--- src/rtl/pmu_pkg.sv ---
package pmu_pkg;
   typedef enum logic [1:0] {
      ST_IDLE   = 2'd0,
      ST_ACCESS = 2'd1,
      ST_RESULT = 2'd2
   } pmu_state_t;

   localparam int OP_STORE_BIT = 1;
   localparam int OP_INC_BIT   = 0;
endpackage

--- src/rtl/pmu_ctrl.sv ---
module pmu_ctrl
   import pmu_pkg::*;
(
   input  logic clk,
   input  logic rst_n,
   input  logic cmd_valid,
   output logic accept,
   output logic in_access,
   output logic in_result,
   output logic busy
);
   pmu_state_t st_q, st_d;

   always_comb begin
      st_d = st_q;
      case (st_q)
         ST_IDLE:   if (cmd_valid) st_d = ST_ACCESS;
         ST_ACCESS: st_d = ST_RESULT;
         ST_RESULT: st_d = ST_IDLE;
         default:   st_d = ST_IDLE;
      endcase
   end

   always_ff @(posedge clk or negedge rst_n) begin
      if (!rst_n) st_q <= ST_IDLE;
      else        st_q <= st_d;
   end

   assign accept    = (st_q == ST_IDLE) && cmd_valid;
   assign in_access = (st_q == ST_ACCESS);
   assign in_result = (st_q == ST_RESULT);
   assign busy      = (st_q != ST_IDLE);


   access_follows_accept_chk: assert property (@(posedge clk) disable iff (!rst_n)
      accept |=> in_access);

   result_follows_access_chk: assert property (@(posedge clk) disable iff (!rst_n)
      in_access |=> in_result);
endmodule

--- src/rtl/pmu_ptr_step.sv ---
module pmu_ptr_step #(
   parameter int PTR_W = 16
) (
   input  logic [PTR_W-1:0] ptr,
   input  logic             word_step,
   output logic [PTR_W-1:0] ptr_next
);
   localparam logic [PTR_W-1:0] STEP_BYTE = PTR_W'(1);
   localparam logic [PTR_W-1:0] STEP_WORD = PTR_W'(2);

   assign ptr_next = ptr + (word_step ? STEP_WORD : STEP_BYTE);
endmodule

--- src/rtl/pmu_lane_sel.sv ---
module pmu_lane_sel #(
   parameter int BYTE_W = 8,
   parameter int LANES  = 2,
   localparam int SEL_W = (LANES > 1) ? $clog2(LANES) : 1
) (
   input  logic [BYTE_W*LANES-1:0] word,
   input  logic [SEL_W-1:0]        sel,
   output logic [BYTE_W-1:0]       byte_sel
);
   logic [BYTE_W-1:0] lane [LANES];

   for (genvar g = 0; g < LANES; g++) begin : g_lane
      assign lane[g] = word[g*BYTE_W +: BYTE_W];
   end

   assign byte_sel = lane[sel];
endmodule

--- src/rtl/pmem_ptr_unit.sv ---
module pmem_ptr_unit
   import pmu_pkg::*;
#(
   parameter int REG_W  = 8,
   parameter int WORD_W = 16
) (
   input  logic                clk,
   input  logic                rst_n,
   input  logic                cmd_valid,
   input  logic [1:0]          cmd_op,
   input  logic [WORD_W-1:0]   store_data,
   input  logic [REG_W-1:0]    ptr_lo_in,
   input  logic [REG_W-1:0]    ptr_hi_in,
   output logic                busy,
   output logic                mem_en,
   output logic                mem_we,
   output logic [2*REG_W-2:0]  mem_addr,
   output logic [WORD_W-1:0]   mem_wdata,
   input  logic [WORD_W-1:0]   mem_rdata,
   output logic                done,
   output logic [REG_W-1:0]    byte_out,
   output logic                ptr_we,
   output logic [REG_W-1:0]    ptr_lo_out,
   output logic [REG_W-1:0]    ptr_hi_out,
   output logic                misalign
);
   localparam int PTR_W = 2 * REG_W;
   localparam int LANES = WORD_W / REG_W;

   if (LANES != 2) begin : g_bad_geom
      $error("pmem_ptr_unit: WORD_W must be twice REG_W");
   end
   if (REG_W < 2) begin : g_bad_reg
      $error("pmem_ptr_unit: REG_W too small");
   end

   logic             accept, in_access, in_result;
   logic [PTR_W-1:0] ptr_q, ptr_next;
   logic [WORD_W-1:0] wdata_q;
   logic             is_store_q, is_inc_q;
   logic [REG_W-1:0] lane_byte;

   pmu_ctrl u_ctrl (
      .clk       (clk),
      .rst_n     (rst_n),
      .cmd_valid (cmd_valid),
      .accept    (accept),
      .in_access (in_access),
      .in_result (in_result),
      .busy      (busy)
   );

   always_ff @(posedge clk or negedge rst_n) begin
      if (!rst_n) begin
         ptr_q      <= '0;
         wdata_q    <= '0;
         is_store_q <= 1'b0;
         is_inc_q   <= 1'b0;
      end else if (accept) begin
         ptr_q      <= {ptr_hi_in, ptr_lo_in};
         wdata_q    <= store_data;
         is_store_q <= cmd_op[OP_STORE_BIT];
         is_inc_q   <= cmd_op[OP_INC_BIT];
      end
   end

   pmu_ptr_step #(.PTR_W(PTR_W)) u_step (
      .ptr       (ptr_q),
      .word_step (is_store_q),
      .ptr_next  (ptr_next)
   );

   pmu_lane_sel #(.BYTE_W(REG_W), .LANES(LANES)) u_sel (
      .word     (mem_rdata),
      .sel      (ptr_q[0]),
      .byte_sel (lane_byte)
   );

   assign mem_en     = in_access;
   assign mem_we     = in_access && is_store_q;
   assign mem_addr   = ptr_q[PTR_W-1:1];
   assign mem_wdata  = wdata_q;
   assign done       = in_result;
   assign byte_out   = (in_result && !is_store_q) ? lane_byte : '0;
   assign ptr_we     = in_result && is_inc_q;
   assign ptr_lo_out = ptr_next[REG_W-1:0];
   assign ptr_hi_out = ptr_next[PTR_W-1:REG_W];
   assign misalign   = in_result && is_store_q && ptr_q[0];


   done_after_mem_chk: assert property (@(posedge clk) disable iff (!rst_n)
      mem_en |=> (done && $stable(mem_addr)));

   we_needs_en_chk: assert property (@(posedge clk) disable iff (!rst_n)
      mem_we |-> mem_en);

   misalign_pulse_chk: assert property (@(posedge clk) disable iff (!rst_n)
      misalign |=> !misalign);

   no_overlap_chk: assert property (@(posedge clk) disable iff (!rst_n)
      $onehot0({mem_en, done}));

   wb_in_done_chk: assert property (@(posedge clk) disable iff (!rst_n)
      ptr_we |-> done);

   wb_step_chk: assert property (@(posedge clk) disable iff (!rst_n)
      (ptr_we && $past(mem_en)) |->
         (({ptr_hi_out, ptr_lo_out} - {$past(mem_addr), ptr_q[0]}) == (misalign || $past(mem_we) ? PTR_W'(2) : PTR_W'(1))));
endmodule

--- config.mk ---
export PLATFORM = sky130hd
export DESIGN_NAME = pmem_ptr_unit
export DESIGN_NICKNAME = d
export VERILOG_FILES = /design/src/rtl/pmu_pkg.sv /design/src/rtl/pmu_ctrl.sv /design/src/rtl/pmu_ptr_step.sv /design/src/rtl/pmu_lane_sel.sv /design/src/rtl/pmem_ptr_unit.sv
export SDC_FILE = /design/constraint.sdc
export NUM_CORES = 1
export LEC_CHECK = 0
export CORE_ASPECT_RATIO = 1.1
export CORE_MARGIN = 2
export CORE_UTILIZATION = 35
export CTS_BUF_LIST = sky130_fd_sc_hd__clkbuf_8
export CTS_CLUSTER_DIAMETER = 150
export CTS_CLUSTER_SIZE = 40
export DETAILED_ROUTE_END_ITERATION = 6
export DONT_BUFFER_PORTS = 1
export HOLD_SLACK_MARGIN = 0.08
export MAX_ROUTING_LAYER = met4
export PLACE_DENSITY = 0.57
export SETUP_SLACK_MARGIN = 0.3
export SLEW_MARGIN = 20
export SYNTH_ARGS = -nofsm -noshare
export SYNTH_HDL_FRONTEND = slang
export SYNTH_SLANG_ARGS = --single-unit
--- constraint.sdc ---
create_clock -name clk -period 2.6 [get_ports clk]
set_input_delay 0.39 -clock clk [delete_from_list [all_inputs] [get_ports clk]]
set_output_delay 0.39 -clock clk [all_outputs]
set_load 0.05 [all_outputs]
==> flow_summary.rst <==
.. list-table::
   :header-rows: 1

   * - Metric
     - Value
   * - Pre-CTS setup slack
     - 294 ps
   * - Post-Route WL
     - 4450 um
   * - Layout cells sized above 1
     - 59.1%
   * - Result of the run
     - complete, no violations
   * - Maximum number of pins on one net before global-route repair
     - 38
   * - Hold/Removal Path Class
     - in -> reg
   * - Worst path setup slack after routing
     - 197 ps
   * - Fraction of the yosys area taken by sequential cells
     - 49.5%
   * - Die Area
     - 5790 um2
   * - Unrepaired setup endpoints after global routing
     - yes
   * - Antenna violations before repair
     - 3
   * - Number of detailed-route iterations in the first pass
     - 4
   * - Synthesized cell area
     - 1820 um2
   * - Synth unique cells
     - 28
   * - Crit-path max FO
     - 5
   * - Depth of the CTS H-tree
     - 2
   * - Total routing usage reported by global routing
     - 15.9%
   * - Post-route ant nets
     - 0
   * - CP Capture Type
     - output port
   * - Root buffer cell
     - sky130_fd_sc_hd__clkbuf_8
   * - Core area
     - 5000 um2
   * - Worst Max-Slew Pin Slew
     - 603 ps
   * - Final setup violation count
     - 0
   * - Routed length per placed instance
     - 17.2 um
   * - IO Pins
     - 114
   * - Row count
     - 27
   * - Nature of the critical path startpoint
     - flip-flop
   * - Total power per unit cell area
     - 1150 nW/um2
   * - Post-Syn Area per Cell
     - 12.5 um2
   * - Total design power
     - 3060 uW
   * - Required time of the critical path
     - 2210 ps
   * - Clock tree from TritonCTS
     - built
   * - Via count of the first global-routing pass
     - 1395
   * - Vertical die dimension
     - 79.6 um
   * - # Max-Cap Violations
     - 0
   * - Hold Violations, Final
     - 0
   * - P&R area growth vs syn
     - 45.9%
   * - Wire length of the first global-routing pass
     - 6840 um
   * - Setup_tns
     - 0 ps
   * - Initial core utilization
     - 36.4%
   * - Worst-case vdd ir drop
     - 0.535 mV
   * - Net Count, Synth
     - 202
   * - Final period utilization
     - between 90 and 100%
   * - Worst hold slack
     - 235 ps
   * - Proportion of netlist area held by the largest area contributor
     - 49.5%
   * - Placer congestion estimate
     - 0.768
   * - Cell leakage power
     - 0.00119 uW
   * - Normalized max-slew margin
     - ~60%
   * - Maximum clock frequency
     - 0.416 GHz
   * - Critical path type
     - reg -> out
   * - Post-detailed-route via-to-cell ratio
     - 5.09
   * - Cell count after synthesis
     - 146
   * - Net total in the final layout
     - roughly 250
   * - Main area contributors after synthesis
     - sky130_fd_sc_hd__dfrtp_1, sky130_fd_sc_hd__mux2_2, sky130_fd_sc_hd__mux2i_1
   * - Maximum buffer depth of the clock tree
     - 2
   * - Number of CTS-inserted buffers
     - 5
   * - Input/output buffers
     - 0
   * - Violation count after the first detailed-routing iteration
     - 17
   * - GRT Residual Overflow
     - 0
   * - Post-layout util
     - 53.1%
   * - Cell taking the most area after synthesis
     - sky130_fd_sc_hd__dfrtp_1
   * - Yosys reg bits
     - 36
   * - Count of unresolved DRC violations after routing
     - 0
   * - Fill cells
     - 448
   * - Clk sinks
     - 36
   * - Total of warnings raised by yosys
     - 0
   * - Skew-Pair Late Insertion Delay
     - 280 ps
   * - Vias after detailed routing
     - about 1300
   * - Final HPWL DP
     - 3380 um
   * - Final max-slew violation count
     - 0
   * - Max Clock Skew
     - ~5.8 ps
   * - Time the worst path needs with I/O delays and setup
     - 2400 ps
   * - Data arrival time of the critical path
     - 2010 ps
   * - Clock transition at path regs
     - around 70 ps
   * - Die span in x
     - 72.7 um
## state kept, by name, indices dropped and copies added (netlist names)
| name | count |
|---|---|
| is_inc_q | 1 |
| is_store_q | 1 |
| mem_wdata | 16 |
| ptr_q | 16 |
| u_ctrl.st_q | 2 |
## Yosys cell counts
cell,n
sky130_fd_sc_hd__xor2_1,5
sky130_fd_sc_hd__nor3_1,1
sky130_fd_sc_hd__nor2b_1,3
sky130_fd_sc_hd__nand4_1,2
sky130_fd_sc_hd__clkbuf_1,1
sky130_fd_sc_hd__nor2_8,1
sky130_fd_sc_hd__or2_4,1
sky130_fd_sc_hd__buf_4,3
sky130_fd_sc_hd__nand3_1,4
sky130_fd_sc_hd__fa_1,1
sky130_fd_sc_hd__nor4b_1,1
sky130_fd_sc_hd__a21o_1,1
sky130_fd_sc_hd__dfrtp_1,36
sky130_fd_sc_hd__and2_1,2
sky130_fd_sc_hd__ha_1,2
sky130_fd_sc_hd__nor4_4,1
sky130_fd_sc_hd__o21ai_0,2
sky130_fd_sc_hd__mux2_1,1
sky130_fd_sc_hd__nand4_4,1
sky130_fd_sc_hd__xnor2_1,9
sky130_fd_sc_hd__nor2_1,11
sky130_fd_sc_hd__inv_1,6
sky130_fd_sc_hd__nor4_1,1
sky130_fd_sc_hd__and3_1,2
sky130_fd_sc_hd__mux2_2,31
sky130_fd_sc_hd__nand2_1,8
sky130_fd_sc_hd__mux2i_1,8
sky130_fd_sc_hd__a21oi_1,1
## routing by layer
metal / routed length, um / GRT usage, %
met5: 0 / -
met4: 13 / 3.52
met3: 511 / 7.20
met2: 2370 / 27.3
met1: 1560 / 16.6
## logic make-up after synthesis
group | synth area share, %
and+or+nand+nor | 13.1
buffers and inverters | 2.68
adders and majority gates | 2.48
muxes | 24.2
AOI/OAI and AO/OA | 1.24
DFF | 49.5
xor gates and xnor gates | 6.74
## final cells by class
| type | instances | area, um2 | area share (%) |
|---|---|---|---|
| Antenna cell | 3 | 7.51 | 0.283 |
| Clock buffer | 5 | 68.8 | 2.59 |
| Clock inverter | 2 | 8.76 | 0.330 |
| Inverter | 6 | 22.5 | 0.849 |
| Multi-Input combinational cell | 100 | 1100 | 41.6 |
| Sequential cell | 36 | 903 | 34.0 |
| Tap cell | 58 | 72.6 | 2.73 |
| Timing Repair Buffer | 49 | 465 | 17.5 |
## worst max-delay path, cell delays in order (launching register included)
cell and delay [ps]:
sky130_fd_sc_hd__dfrtp_1 380, sky130_fd_sc_hd__inv_2 80, sky130_fd_sc_hd__ha_4 120, sky130_fd_sc_hd__inv_2 30
sky130_fd_sc_hd__fa_2 390, sky130_fd_sc_hd__nor2_1 130, sky130_fd_sc_hd__nand4_1 220, sky130_fd_sc_hd__xnor2_4 220
sky130_fd_sc_hd__buf_12 160
## metrics by stage
step	cell area, um2	instances
after floorplan	1960	146
after global placement	2390	240
after detailed placement	2390	240
after CTS	2630	255
after global routing	2650	259
final	2650	259
## path summary, 6_finish.rpt
kind                            slack [ps]  cells after the start                       start                         end
min in group asynchronous              560                      2                       rst_n        ptr_q[7]$_DFFE_PN0P_
max in group asynchronous             1830                      2                       rst_n        ptr_q[1]$_DFFE_PN0P_
worst max register to register         820                      3  u_ctrl.st_q[1]$_DFFE_PN0P_   mem_wdata[15]$_DFFE_PN0P_
worst min register to register         470                      1  u_ctrl.st_q[1]$_DFFE_PN0P_  u_ctrl.st_q[1]$_DFFE_PN0P_
worst max-delay path                   200                      8      is_store_q$_DFFE_PN0P_               ptr_hi_out[2]
worst min-delay path                   240                      2                   cmd_op[1]      is_store_q$_DFFE_PN0P_
## power breakdown
group / internal (uW) / switching [uW] / total (uW)
combinational: 614 / 1010 / 1620
clock: 178 / 177 / 355
sequential: 698 / 381 / 1080
total: 1490 / 1570 / 3060
## cells in the final DEF (no fill, tap or decap), types with 2 or more instances in the layout
| cell type | Yosys | layout |
|---|---|---|
| sky130_fd_sc_hd__buf_4 | 3 | 39 |
| sky130_fd_sc_hd__dfrtp_1 | 36 | 34 |
| sky130_fd_sc_hd__mux2_2 | 31 | 31 |
| sky130_fd_sc_hd__nor2_1 | 11 | 10 |
| sky130_fd_sc_hd__mux2i_1 | 8 | 8 |
| sky130_fd_sc_hd__buf_12 | 0 | 7 |
| sky130_fd_sc_hd__nand2_1 | 8 | 6 |
| sky130_fd_sc_hd__xnor2_4 | 0 | 5 |
| sky130_fd_sc_hd__inv_1 | 6 | 5 |
| sky130_fd_sc_hd__clkbuf_8 | 0 | 5 |
| sky130_fd_sc_hd__xor2_2 | 0 | 4 |
| sky130_fd_sc_hd__diode_2 | 0 | 3 |
| sky130_fd_sc_hd__inv_2 | 0 | 2 |
| sky130_fd_sc_hd__nand3_1 | 4 | 2 |
| sky130_fd_sc_hd__nor4_4 | 1 | 2 |
| sky130_fd_sc_hd__and3_1 | 2 | 2 |
| sky130_fd_sc_hd__nand3_2 | 0 | 2 |
| sky130_fd_sc_hd__nand2_2 | 0 | 2 |
| sky130_fd_sc_hd__nand4_1 | 2 | 2 |
| sky130_fd_sc_hd__xnor2_2 | 0 | 2 |
| sky130_fd_sc_hd__xnor2_1 | 9 | 2 |
| sky130_fd_sc_hd__nor2b_1 | 3 | 2 |
| sky130_fd_sc_hd__and2_1 | 2 | 2 |
| sky130_fd_sc_hd__o21ai_0 | 2 | 2 |
| sky130_fd_sc_hd__ha_4 | 0 | 2 |
| sky130_fd_sc_hd__buf_6 | 0 | 2 |
| sky130_fd_sc_hd__dfrtp_2 | 0 | 2 |
## repair_timing
item                                   CTS  global route
endpoints found under the hold margin   36             0
hold buffers                             2             0
buffers inserted                         6             1
gates resized for setup                 18             2
pin swaps                               14             4
setup endpoints to repair               10            11
No activity file was read; power rests on OpenSTA's default activity.
